**src/rtl/retrig_pkg.sv**
```systemverilog
package retrig_pkg;

  // Spacing between start pulses: timeout plus guard, never below 2 cycles.
  function automatic logic [31:0] eff_period(input logic [31:0] tmo, input logic [31:0] grd);
    logic [31:0] sum;
    sum = tmo + grd;
    return (sum < 32'd2) ? 32'd2 : sum;
  endfunction

  // Window length: a zero window behaves as a single cycle.
  function automatic logic [31:0] eff_window(input logic [31:0] win);
    return (win == 32'd0) ? 32'd1 : win;
  endfunction

endpackage

```
**src/rtl/retrig_edge_detect.sv**
```systemverilog
module retrig_edge_detect (
  input  logic clk,
  input  logic rst_n,
  input  logic sig_in,
  output logic rise
);
  logic sig_q;

  always_ff @(posedge clk or negedge rst_n) begin
    if (!rst_n) sig_q <= 1'b0;
    else        sig_q <= sig_in;
  end

  assign rise = sig_in & ~sig_q;

  AST_RISE_NEEDS_LOW: assert property (@(posedge clk) disable iff (!rst_n)
    rise |=> sig_q);
endmodule

```
**src/rtl/retrig_cfg_latch.sv**
```systemverilog
module retrig_cfg_latch #(
  parameter int TW = 16,
  parameter int GW = 8,
  parameter int WW = 16,
  localparam int PW = ((TW > GW) ? TW : GW) + 1
) (
  input  logic          clk,
  input  logic          rst_n,
  input  logic          take,
  input  logic [TW-1:0] cfg_timeout,
  input  logic [GW-1:0] cfg_guard,
  input  logic [WW-1:0] cfg_window,
  output logic [PW-1:0] period_q,
  output logic [WW-1:0] window_q
);
  import retrig_pkg::*;

  logic [PW-1:0] period_d;
  logic [WW-1:0] window_d;

  always_comb begin
    period_d = PW'(eff_period(32'(cfg_timeout), 32'(cfg_guard)));
    window_d = WW'(eff_window(32'(cfg_window)));
  end

  always_ff @(posedge clk or negedge rst_n) begin
    if (!rst_n) begin
      period_q <= PW'(2);
      window_q <= WW'(1);
    end else if (take) begin
      period_q <= period_d;
      window_q <= window_d;
    end
  end

  AST_PERIOD_MIN: assert property (@(posedge clk) disable iff (!rst_n)
    period_q >= PW'(2));
  AST_HOLD_CFG: assert property (@(posedge clk) disable iff (!rst_n)
    !take |=> $stable(period_q) && $stable(window_q));
endmodule

```
**src/rtl/retrig_window_ctr.sv**
```systemverilog
module retrig_window_ctr #(
  parameter int WW = 16
) (
  input  logic          clk,
  input  logic          rst_n,
  input  logic          start,
  input  logic [WW-1:0] window_q,
  output logic          active,
  output logic          win_last
);
  logic [WW-1:0] off_q;
  logic [WW:0]   off_next;

  assign off_next = {1'b0, off_q} + {{WW{1'b0}}, 1'b1};
  assign win_last = active && (off_next >= {1'b0, window_q});

  always_ff @(posedge clk or negedge rst_n) begin
    if (!rst_n) begin
      active <= 1'b0;
      off_q  <= '0;
    end else if (start) begin
      active <= 1'b1;
      off_q  <= '0;
    end else if (active) begin
      if (win_last) active <= 1'b0;
      off_q <= off_next[WW-1:0];
    end
  end

  AST_WINDOW_END: assert property (@(posedge clk) disable iff (!rst_n)
    (win_last && !start) |=> !active);
  AST_OFF_BOUND: assert property (@(posedge clk) disable iff (!rst_n)
    active |-> ({1'b0, off_q} < {1'b0, window_q}));
endmodule

```
**src/rtl/retrig_phase_timer.sv**
```systemverilog
module retrig_phase_timer #(
  parameter int PW = 17
) (
  input  logic          clk,
  input  logic          rst_n,
  input  logic          start,
  input  logic          active,
  input  logic          win_last,
  input  logic [PW-1:0] period_q,
  output logic          pulse_q
);
  logic [PW-1:0] phase_q;
  logic [PW-1:0] phase_next;
  logic          wrap;

  assign wrap       = (phase_q == period_q - PW'(1));
  assign phase_next = wrap ? '0 : phase_q + PW'(1);

  always_ff @(posedge clk or negedge rst_n) begin
    if (!rst_n) begin
      phase_q <= '0;
      pulse_q <= 1'b0;
    end else if (start) begin
      phase_q <= '0;
      pulse_q <= 1'b1;
    end else if (active && !win_last) begin
      phase_q <= phase_next;
      pulse_q <= wrap;
    end else begin
      pulse_q <= 1'b0;
    end
  end

  AST_PULSE_ONE_CYCLE: assert property (@(posedge clk) disable iff (!rst_n)
    (pulse_q && !start) |=> !pulse_q);
  AST_PHASE_BOUND: assert property (@(posedge clk) disable iff (!rst_n)
    active |-> (phase_q < period_q));
endmodule

```
**src/rtl/agc_retrig_gen.sv**
```systemverilog
module agc_retrig_gen #(
  parameter int TW = 16,
  parameter int GW = 8,
  parameter int WW = 16,
  localparam int PW = ((TW > GW) ? TW : GW) + 1
) (
  input  logic          clk,
  input  logic          rst_n,
  input  logic          trig_in,
  input  logic          passthru_in,
  input  logic          mode_multi,
  input  logic [TW-1:0] cfg_timeout,
  input  logic [GW-1:0] cfg_guard,
  input  logic [WW-1:0] cfg_window,
  output logic          agc_start
);
  logic          trig_rise;
  logic          train_start;
  logic          train_active;
  logic          win_last;
  logic          pulse_q;
  logic [PW-1:0] period_q;
  logic [WW-1:0] window_q;

  retrig_edge_detect u_edge (
    .clk(clk), .rst_n(rst_n), .sig_in(trig_in), .rise(trig_rise)
  );

  // Accept a trigger only in train mode and only when idle.
  assign train_start = trig_rise & mode_multi & ~train_active;

  retrig_cfg_latch #(.TW(TW), .GW(GW), .WW(WW)) u_cfg (
    .clk(clk), .rst_n(rst_n), .take(train_start),
    .cfg_timeout(cfg_timeout), .cfg_guard(cfg_guard), .cfg_window(cfg_window),
    .period_q(period_q), .window_q(window_q)
  );

  retrig_window_ctr #(.WW(WW)) u_win (
    .clk(clk), .rst_n(rst_n), .start(train_start), .window_q(window_q),
    .active(train_active), .win_last(win_last)
  );

  retrig_phase_timer #(.PW(PW)) u_phase (
    .clk(clk), .rst_n(rst_n), .start(train_start), .active(train_active),
    .win_last(win_last), .period_q(period_q), .pulse_q(pulse_q)
  );

  assign agc_start = mode_multi ? pulse_q : passthru_in;

  AST_START_ON_RISE: assert property (@(posedge clk) disable iff (!rst_n)
    train_start |=> (train_active && pulse_q));
  AST_BUSY_IGNORES: assert property (@(posedge clk) disable iff (!rst_n)
    (train_active && !win_last) |=> ($stable(period_q) && train_active));
  AST_IDLE_QUIET: assert property (@(posedge clk) disable iff (!rst_n)
    !train_active |-> !pulse_q);
endmodule

```
**config.mk**
```make
export PLATFORM = sky130hd
export DESIGN_NAME = agc_retrig_gen
export DESIGN_NICKNAME = d
export VERILOG_FILES = /design/src/rtl/retrig_pkg.sv /design/src/rtl/retrig_edge_detect.sv /design/src/rtl/retrig_cfg_latch.sv /design/src/rtl/retrig_window_ctr.sv /design/src/rtl/retrig_phase_timer.sv /design/src/rtl/agc_retrig_gen.sv
export SDC_FILE = /design/constraint.sdc
export NUM_CORES = 1
export LEC_CHECK = 0
export BUFFER_PORTS_ARGS = -buffer_cell sky130_fd_sc_hd__buf_2
export CAP_MARGIN = 20
export CORE_MARGIN = 2
export CORE_UTILIZATION = 45
export DETAILED_ROUTE_END_ITERATION = 10
export GPL_TIMING_DRIVEN = 0
export SYNTH_ARGS = -nofsm -noshare
export SYNTH_HDL_FRONTEND = slang
export SYNTH_SLANG_ARGS = --single-unit
export TNS_END_PERCENT = 1
```
**constraint.sdc**
```tcl
create_clock -name clk -period 3.8 [get_ports clk]
set_clock_uncertainty 0.1 [all_clocks]
set_input_delay 0.19 -clock clk [delete_from_list [all_inputs] [get_ports clk]]
set_output_delay 0.19 -clock clk [all_outputs]
set_load 0.02 [all_outputs]
```
==> impl_metrics.tcl <==
set metrics [dict create \
    number_of_enable_flip_flop_cells_after_synthesis 0 \
    final-instance-count-excl-fill 763 \
    grt_busiest_layer "met2" \
    route.detailed.vias_per_inst 5.64 \
    slew_headroom 0.410 \
    h-tree-depth 3 \
    max_cap_violations 0 \
    cp.required_ps 3970 \
    fp-row-count 37 \
    synth_cells 549 \
    setup.worst_path.class "reg -> reg" \
    leading_cell_type_in_the_layout_fill_and_taps_excluded "nand2_1" \
    pwr_density_cell_mw_per_mm2 537 \
    post_route_antenna_net_violation_count 0 \
    synthFlopType "dfrtp_1" \
    synth_seq_cells 69 \
    overflow 0 \
    place.detailed.instances 729 \
    status "completed" \
    globalplace.congestion 0.850 \
    layout_min_cycle_time_ps 3590 \
    asyncSetResetFlopFracSynth 1.00 \
    number_of_antenna_violations_at_the_first_check_in_global_routing 0 \
    ys_seq_area_frac 0.356 \
    place_ws_ps -152 \
    num_vias 4304 \
    fin_crit_sh 0.944 \
    worstSetupEndpointType "flip-flop" \
    clk_root_buffer_cell "clkbuf_8" \
    hold_viol_final 0 \
    floorplan.io_pins 46 \
    worstHoldPathType "in -> reg" \
    die_h_um 108 \
    final.setup.worst_slack_ps 213 \
    cts_tree "yes" \
    route.detailed.drc 0 \
    worstSkewPairLatency_ps 350 \
    initial_utilization 0.467 \
    timing_max_transition_violations_final 0 \
    layout.core_utilization 0.543 \
    first_global_vias 4171 \
    diodes 0 \
    area_growth_pct 16.3 \
    whs_ps 21.5 \
    grt_first_pass_wirelength_mm 20.3 \
    setup.worst_path.start_class "flip-flop" \
    numCtsBuffers 9 \
    placedInstanceArea_mm2 0.00526 \
    mappedNetlistArea_mm2 0.00486 \
    synth_area_per_cell_um2 8.86 \
    critical_path_peak_fanout 10 \
    final.fill_count 1028 \
    dp_hpwl_mm 9.17 \
    core_mm2 0.0104 \
    cts_sinks 69 \
    rsz0062_at_grt "false" \
    die_w_um 108 \
    finalNetCount 695 \
    finalInstanceArea_mm2 0.00566 \
    clock.fmax_mhz 279 \
    detail_route.wl_per_cell_um 16.0 \
    finalWirelength_mm 12.2 \
    maximum_number_of_pins_on_one_net_before_global_route_repair 70 \
    drtIter0Drc 208 \
    global_route.usage.met2 0.344 \
    die-area_mm2 0.0117 \
    grt_util_met1 0.320 \
    cts.clk_slew.worst_paths_ps 80 \
    clockBufferDepth 2 \
    final_cell_mix "nand2_1, dfrtp_1, o21ai_0, buf_2" \
    drt-pass1-iter-count 5 \
    gr-usage-all-layers 0.222 \
    use_met3 0.0271 \
    post_route_cells_drive_above_1_share 0.153 \
    synth.net_count 622 \
    synth_cell_types 66 \
    cp_data_arrival_time_ps 3750 \
    worst-slew-pin-transition_ps 885 \
    syn_warnings 0 \
    portBuffers 44 \
    setup_violations 0 \
    peakVddDrop_uv 217 \
    static-leakage-power_nw 2.45 \
]
[report_power, final]
part | switching [mW] | internal [mW] | total, mW
clock network | 0.297 | 0.302 | 0.599
logic | 0.713 | 0.545 | 1.26
registers | 0.224 | 0.958 | 1.18
total | 1.23 | 1.80 | 3.04
[cell families after synthesis]
| kind of cell | count (synthesis) | share of synthesized area |
|---|---|---|
| and+or+nand+nor | 200 | 0.215 |
| muxes | 6 | 0.0129 |
| adders and majority gates | 28 | 0.0736 |
| buffers and inverters | 52 | 0.0432 |
| DFF | 69 | 0.356 |
| xor gates and xnor gates | 47 | 0.0847 |
| AOI/OAI and AO/OA | 147 | 0.215 |
[final cells by class]
cell class / count / area, um2 / area share
Clock inverter: 6 / 63.8 / 0.0113
Tap cell: 136 / 170 / 0.0301
Timing Repair Buffer: 62 / 398 / 0.0703
Inverter: 30 / 113 / 0.0199
Clock buffer: 10 / 128 / 0.0226
Sequential cell: 69 / 1730 / 0.306
Buffer: 22 / 98.8 / 0.0175
Multi-Input combinational cell: 428 / 2960 / 0.522
[state kept, by name, indices dropped and copies added (netlist names)]
signal / cells
u_phase.phase_q: 17
u_cfg.period_q: 17
u_phase.pulse_q: 1
u_cfg.window_q: 16
u_win.active: 1
u_win.off_q: 16
u_edge.sig_q: 1
[per-stage QoR]
stage	TNS, ps	total power [mW]
floorplan	0	2.07
global placement	-1080	2.37
detailed placement	-921	2.42
CTS	0	3.04
global route	0	3.29
finish	0	3.04
[routing by layer]
metal / share of wire / vias to the layer above / routed length (um)
met4: 0.020 / 0 / 247
met2: 0.45 / 100 / 5500
met3: 0.038 / 17 / 459
met1: 0.49 / 2035 / 6030
li1: - / 2152 / -
met5: 0 / - / 0
[synth_stat cells (7+ instances only)]
cell type	n	area, um2
a22o_1	15	131
xnor2_1	31	272
and3_1	7	43.8
a21oi_1	12	60.1
or3_1	10	62.6
o211ai_1	10	75.1
a21o_1	12	90.1
nand4_1	12	75.1
clkbuf_1	19	71.3
dfrtp_1	67	1680
nor3_1	12	60.1
inv_1	30	113
nand3_1	26	130
xor2_1	16	140
ha_1	27	338
nor2_1	22	82.6
nand2_1	68	255
o21ai_0	44	220
[worst max-delay path, stage by stage (launching register included)]
cell and delay, ps:
dfrtp_2 410, ha_1 220, nand4_1 230, buf_4 210
nor2_1 110, xor2_1 260, ha_1 310, a21oi_1 120
o21ai_0 90, a221o_1 380, a21o_2 310, or4_1 530
a211oi_2 220
[worst paths after layout]
kind / depth (start not counted) / slack [ps] / start / to
setup reg to reg: 12 / 210 / u_win.off_q[0] / u_phase.phase_q[15]
hold reg to reg: 2 / 400 / u_cfg.window_q[0] / u_cfg.window_q[0]
setup / recovery: 12 / 210 / u_win.off_q[0] / u_phase.phase_q[15]
min in group asynchronous: 2 / 400 / rst_n / u_phase.phase_q[14]
max in group asynchronous: 2 / 2580 / rst_n / u_win.off_q[0]
hold / removal: 3 / 20 / cfg_window[8] / u_cfg.window_q[8]
[repair_timing]
action	4_1_cts	5_1_grt
endpoints found under the setup margin	10	14
hold endpoints to repair	82	0
pin swaps	0	1
setup buffers	0	2
resized for setup	2	8
hold buffers	16	0
Note: power is estimated with default switching activity, not from simulation.
